## src/rtl/rsr_pkg.sv

```systemverilog
package rsr_pkg;
   localparam int unsigned RSR_DATA_W_DFLT = 8;
   localparam int unsigned RSR_N_EVT_DFLT  = 3;
   localparam int unsigned RSR_PWR_BIT     = 0;
endpackage

```

## src/rtl/rsr_wr_decode.sv

```systemverilog
module rsr_wr_decode #(
   parameter int unsigned FLAG_W = 4
) (
   input  logic              wr_en,
   input  logic [FLAG_W-1:0] wr_bits,
   output logic [FLAG_W-1:0] clr_vec
);
   always_comb begin
      for (int i = 0; i < FLAG_W; i++) begin
         clr_vec[i] = wr_en & ~wr_bits[i];
      end
   end
endmodule

```

## src/rtl/rsr_flag_cell.sv

```systemverilog
module rsr_flag_cell #(
   parameter bit PWR_VAL = 1'b0
) (
   input  logic clk,
   input  logic por_evt,
   input  logic set_i,
   input  logic clr_i,
   output logic flag_o
);
   always_ff @(posedge clk or posedge por_evt) begin
      if (por_evt) begin
         flag_o <= PWR_VAL;
      end else if (set_i) begin
         flag_o <= 1'b1;
      end else if (clr_i) begin
         flag_o <= 1'b0;
      end
   end
endmodule

```

## src/rtl/rsr_readout.sv

```systemverilog
module rsr_readout #(
   parameter int unsigned DATA_W = 8,
   parameter int unsigned FLAG_W = 4
) (
   input  logic [FLAG_W-1:0] flags,
   output logic [DATA_W-1:0] rd_data
);
   generate
      if (DATA_W > FLAG_W) begin : g_pad
         assign rd_data = {{(DATA_W-FLAG_W){1'b0}}, flags};
      end else begin : g_exact
         assign rd_data = flags;
      end
   endgenerate
endmodule

```

## src/rtl/rst_cause_reg.sv

```systemverilog
module rst_cause_reg
   import rsr_pkg::*;
#(
   parameter int unsigned DATA_W = RSR_DATA_W_DFLT,
   parameter int unsigned N_EVT  = RSR_N_EVT_DFLT
) (
   input  logic              clk,
   input  logic              por_evt,
   input  logic [N_EVT-1:0]  evt_src,
   input  logic              wr_en,
   input  logic [DATA_W-1:0] wr_data,
   output logic [DATA_W-1:0] rd_data
);
   localparam int unsigned FLAG_W = N_EVT + 1;

   generate
      if (N_EVT < 1) begin : g_bad_evt
         $error("rst_cause_reg: N_EVT must be at least 1");
      end
      if (DATA_W < FLAG_W) begin : g_bad_width
         $error("rst_cause_reg: DATA_W too narrow for the flags");
      end
   endgenerate

   logic [FLAG_W-1:0] clr_vec;
   logic [FLAG_W-1:0] set_vec;
   logic [FLAG_W-1:0] flags;

   generate
      if (DATA_W > FLAG_W) begin : g_rsvd
         logic unused_rsvd_wr;
         assign unused_rsvd_wr = ^wr_data[DATA_W-1:FLAG_W];
      end
   endgenerate

   rsr_wr_decode #(.FLAG_W(FLAG_W)) u_dec (
      .wr_en   (wr_en),
      .wr_bits (wr_data[FLAG_W-1:0]),
      .clr_vec (clr_vec)
   );

   assign set_vec = {evt_src, 1'b0};

   generate
      for (genvar i = 0; i < FLAG_W; i++) begin : g_flag
         rsr_flag_cell #(.PWR_VAL(i == RSR_PWR_BIT)) u_cell (
            .clk     (clk),
            .por_evt (por_evt),
            .set_i   (set_vec[i]),
            .clr_i   (clr_vec[i]),
            .flag_o  (flags[i])
         );
      end
   endgenerate

   rsr_readout #(.DATA_W(DATA_W), .FLAG_W(FLAG_W)) u_rd (
      .flags   (flags),
      .rd_data (rd_data)
   );
endmodule

```

## config.mk

```make
export PLATFORM = sky130hd
export DESIGN_NAME = rst_cause_reg
export DESIGN_NICKNAME = d
export VERILOG_FILES = /design/src/rtl/rsr_pkg.sv /design/src/rtl/rsr_wr_decode.sv /design/src/rtl/rsr_flag_cell.sv /design/src/rtl/rsr_readout.sv /design/src/rtl/rst_cause_reg.sv
export SDC_FILE = /design/constraint.sdc
export NUM_CORES = 1
export LEC_CHECK = 0
export CORE_AREA = 2 2 39 41
export DETAILED_ROUTE_END_ITERATION = 8
export DIE_AREA = 0 0 41 43
export DONT_BUFFER_PORTS = 1
export GPL_TIMING_DRIVEN = 0
export SLEW_MARGIN = 15
export SYNTH_ARGS = -nofsm -noshare
export SYNTH_HDL_FRONTEND = slang
export SYNTH_HIERARCHICAL = 1
export SYNTH_SLANG_ARGS = --single-unit
```

## constraint.sdc

```tcl
create_clock -name clk -period 1.1 [get_ports clk]
set_clock_uncertainty 0.1 [all_clocks]
set_input_delay 0.055 -clock clk [delete_from_list [all_inputs] [get_ports clk]]
set_output_delay 0.055 -clock clk [all_outputs]
set_load 0.005 [all_outputs]
```

# [Yosys cells after proc, flatten, opt, wreduce, memory -nomap -nowiden]
# Cells that the tools add are included.
[totals] register_bits=4 input_bits=14 out_inout_bits=8 elab_cells=21
[classes] mux=6 bitwise_logic=8 n_reduce_logical=3
[op_table] cell="$mux W1" count=6
[op_table] cell="$reduce_bool A2 Y1" count=3
[op_table] cell="$and A1 B1 Y1" count=4
[op_table] cell="$not A1 Y1" count=4

# [Depth between registers and ports, before layout]
[logic_depth] ltp_word=4 mapped_depth=3 mapped_depth_nobuf=3

# [Hierarchy]
# The synthesis kept the hierarchy.
[by_module_without_submodules] module="rsr_flag_cell (g_flag[1].u_cell ...)" instances=3 cells_each=4 area_per_inst_um2=40.0 seq_area_each_um2=25.0
[by_module_without_submodules] module="rsr_readout" instances=1 cells_each=9 area_per_inst_um2=63.8 seq_area_each_um2=0.0
[by_module_without_submodules] module="rsr_flag_cell (g_flag[0].u_cell)" instances=1 cells_each=4 area_per_inst_um2=41.3 seq_area_each_um2=26.3
[by_module_without_submodules] module="rsr_wr_decode" instances=1 cells_each=4 area_per_inst_um2=35.0 seq_area_each_um2=0.0
[by_module_without_submodules] module="rst_cause_reg" instances=1 cells_each=1 area_per_inst_um2=3.8 seq_area_each_um2=0.0

# [Worst setup path before layout]
# No wires, ideal clock.
[synth_timing] path_kind="register to register" startpoint="register, netlist name g_flag[0].u_cell/flag_o" endpoint="register g_flag[0].u_cell.flag_o" setup_ps=59 arrival_ps=597 t_required_ps=941 setup_slack_ps=344 stages_incl_launch_ff=2 n_path_buf=0 synth_period_minus_slack_ps=756 cell_sequence="dfstp_2 -> a21o_1"
[synth_lines] item="end signal: assignment" line="rsr_flag_cell.sv:12" source="flag_o <= PWR_VAL;"
[synth_lines] item="end signal: assignment" line="rsr_flag_cell.sv:14" source="flag_o <= 1'b1;"
[synth_lines] item="end signal: assignment" line="rsr_flag_cell.sv:16" source="flag_o <= 1'b0;"
[synth_lines] item="end: declaration" line="rsr_flag_cell.sv:8" source="output logic flag_o"

# [Worst setup path in the final report]
[layout_timing] startpoint="register g_flag[0].u_cell.flag_o" endpoint="output rd_data[0]"
[layout_lines] item="end: declaration" line="rst_cause_reg.sv:12" source="output logic [DATA_W-1:0] rd_data"
# No word-level cell between the ends.

==> results.sh <==
export IMPL_h_tree_depth=1
export IMPL_rsz0062_at_grt="false"
export IMPL_clk_pin_slew_ns=0.04
export IMPL_cellPowerDensity_mw_per_mm2=1186
export IMPL_io_buffers=0
export IMPL_async_reset_ff_share_pct=100.0
export IMPL_synth_common_cells="buf_4 (8), inv_1 (8), a21o_1 (4), and2b_2 (4), dfrtp_1 (3)"
export IMPL_r2r_start="g_flag[0].u_cell/flag_o"
export IMPL_min_period_over_period_pct=91.38
export IMPL_wire_per_inst_um=7.193
export IMPL_drive_gt1_share_pct=39.02
export IMPL_crit_buf_inv=1
export IMPL_path_cells="buf_4"
export IMPL_reg2reg_depth=1
export IMPL_first_pass_iters=1
export IMPL_finalHoldViolations=0
export IMPL_ys_seq_area_share_pct=38.39
export IMPL_ir_drop_uv=832.2
export IMPL_critical_path_max_fanout=2
export IMPL_cts_tree="built"
export IMPL_syn_area_um2=264.0
export IMPL_top_register="g_flag.u_cell/flag_o"
export IMPL_die_y_um=43
export IMPL_ctsResizeCount=0
export IMPL_clk_path_buf_depth=2
export IMPL_r2r_end="g_flag[0].u_cell/flag_o"
export IMPL_die_w_um=41
export IMPL_syn_inst=30
export IMPL_grt_usage_pct=6.131
export IMPL_synth_seq_cells=4
export IMPL_antennaDiodeCount=0
export IMPL_crit_arrival_ns=0.85
export IMPL_yosys_warnings=6
export IMPL_grt_ovfl_total=0
export IMPL_drtIter0Drc=0
export IMPL_drt_total_wl_um=410
export IMPL_clk_latency_ns=0.23
export IMPL_routed_via_density=3.175
export IMPL_largest_register_ffs=4
export IMPL_power_leakage_nw=0.1965
export IMPL_antenna_found_initial=0
export IMPL_clockRootBuffer="clkbuf_4"
export IMPL_drc=0
export IMPL_nets=56
export IMPL_min_to="g_flag[0].u_cell/flag_o"
export IMPL_cts_inserted_buffers=3
export IMPL_ys_top_cells_by_area="dfrtp_1 (28%), buf_4 (23%), and2b_2 (13%)"
export IMPL_finalSetupViolations=0
export IMPL_num_vias=181
export IMPL_core_mm2=0.001384
export IMPL_required_ns=0.94
export IMPL_cp_slowest_cell="dfstp_2"
export IMPL_syn2layout_area_growth_pct=36.97
export IMPL_synth_top_cell_area_share_pct=28.44
export IMPL_reg_top3="g_flag.u_cell/flag_o: 4 flops"
export IMPL_syn_area_per_cell_um2=8.800
export IMPL_die_area_mm2=0.001763
export IMPL_ys_types=7
export IMPL_hpwl_um=357.2
export IMPL_grt_max_degree=5
export IMPL_critPathMaxStageDelay_ns=0.52
export IMPL_hp_start="wr_en"
export IMPL_synth_largest_area_cell="dfrtp_1"
export IMPL_synth_ff_type="dfrtp_1"
export IMPL_fin_tns_setup_ns=0
export IMPL_clock_sinks=4
export IMPL_start_kind="register"
export IMPL_fmax_mhz=994.8
export IMPL_synth_edff_count=0
export IMPL_ios=22
export IMPL_drtAntennaViolNets=0
export IMPL_min_path_type="primary input to register"
export IMPL_grt_pass1_vias=152
export IMPL_cp_top_family="flip-flops"
export IMPL_crit_path_end_kind="output pin"
export IMPL_finish_utilization_pct=26.13
export IMPL_outcome="finished, final reports clean"
export IMPL_initial_core_util_pct=19.08
export IMPL_fin_crit_ns=1.005
export IMPL_slew_violations=0
export IMPL_hold_depth=3
export IMPL_std_cell_rows=14
export IMPL_reg2reg_slack_ns=0.33
export IMPL_gp_congestion=0.5301
export IMPL_critPathKind="register to output pin"
export IMPL_maxCapViolCount=0
export IMPL_grt_pass1_wl_um=621
[stage by stage]
stage | cells | total power [mW] | hold WS (ns) | cell area (µm²) | setup WS [ns]
2_1_floorplan | 33 | 0.2151 | -0.3163 | 275.3 | 0.3440
3_3_place_gp | 49 | 0.2186 | -0.3148 | 295.3 | 0.3369
3_5_place_dp | 49 | 0.2200 | -0.3139 | 295.3 | 0.3317
4_1_cts | 57 | 0.4429 | 0.03246 | 361.6 | 0.07959
5_1_grt | 57 | 0.4770 | 0.02386 | 361.6 | 0.05766
6_report | 57 | 0.4290 | 0.03628 | 361.6 | 0.09480
[layout make-up]
type / instances / area, µm²
fill: 149 / 1022
tap: 16 / 20.02
buffer: 8 / 60.06
sequential: 4 / 101.3
inverter: 8 / 30.03
clock buffer: 4 / 26.28
timing repair buffer: 4 / 40.04
multi-input combinational: 13 / 83.83
[where the power goes]
group	internal (mW)	leakage [nW]	switching, mW
Sequential	0.159	0.0406	0.00517
Clock	0.136	0.0150	0.0627
Combinational	0.0442	0.141	0.0212
Total	0.340	0.197	0.0890
[cell families (layout without fill, tap and decap cells)]
logic type | Yosys count | after routing | share of synthesized area [%]
other | 2 | 5 | 2.845
flip-flops | 4 | 4 | 38.39
AND/OR/NAND/NOR | 4 | 4 | 13.27
buffers and inverters | 16 | 24 | 34.12
AO/OA/AOI/OAI | 4 | 4 | 11.37
[cell usage in the layout, fill, tap and decap left out]
cell type,instances
a21o_1,4
and2b_2,4
buf_4,8
clkbuf_1,1
clkbuf_4,3
conb_1,5
dfrtp_1,3
dfstp_2,1
dlygate4sd3_1,4
inv_1,8
[worst max-delay path by stage]
stage | startpoint | endpoint | slack (ns) | depth (start not counted)
after floorplan | g_flag[0].u_cell/flag_o | g_flag[0].u_cell/flag_o | 0.34 | 1
after global placement | g_flag[0].u_cell/flag_o | g_flag[0].u_cell/flag_o | 0.34 | 1
after detailed placement | g_flag[0].u_cell/flag_o | g_flag[0].u_cell/flag_o | 0.33 | 1
after CTS | g_flag[0].u_cell/flag_o | rd_data[0] | 0.08 | 1
after global routing | g_flag[0].u_cell/flag_o | rd_data[0] | 0.06 | 1
final | g_flag[0].u_cell/flag_o | rd_data[0] | 0.09 | 1
[per-layer routing]
layer | routed length, µm | GRT usage (%)
met1 | 161 | 5.161
met2 | 194 | 8.438
met3 | 54 | 9.424
met4 | 0 | 0
met5 | 0 | 0
[what timing repair did]
action | 4_1_cts | 5_1_grt
hold buffers | 4 | 0
buffers inserted | 0 | 0
endpoints found under the hold margin | 7 | 0
Note: power is estimated with default switching activity, not from simulation.
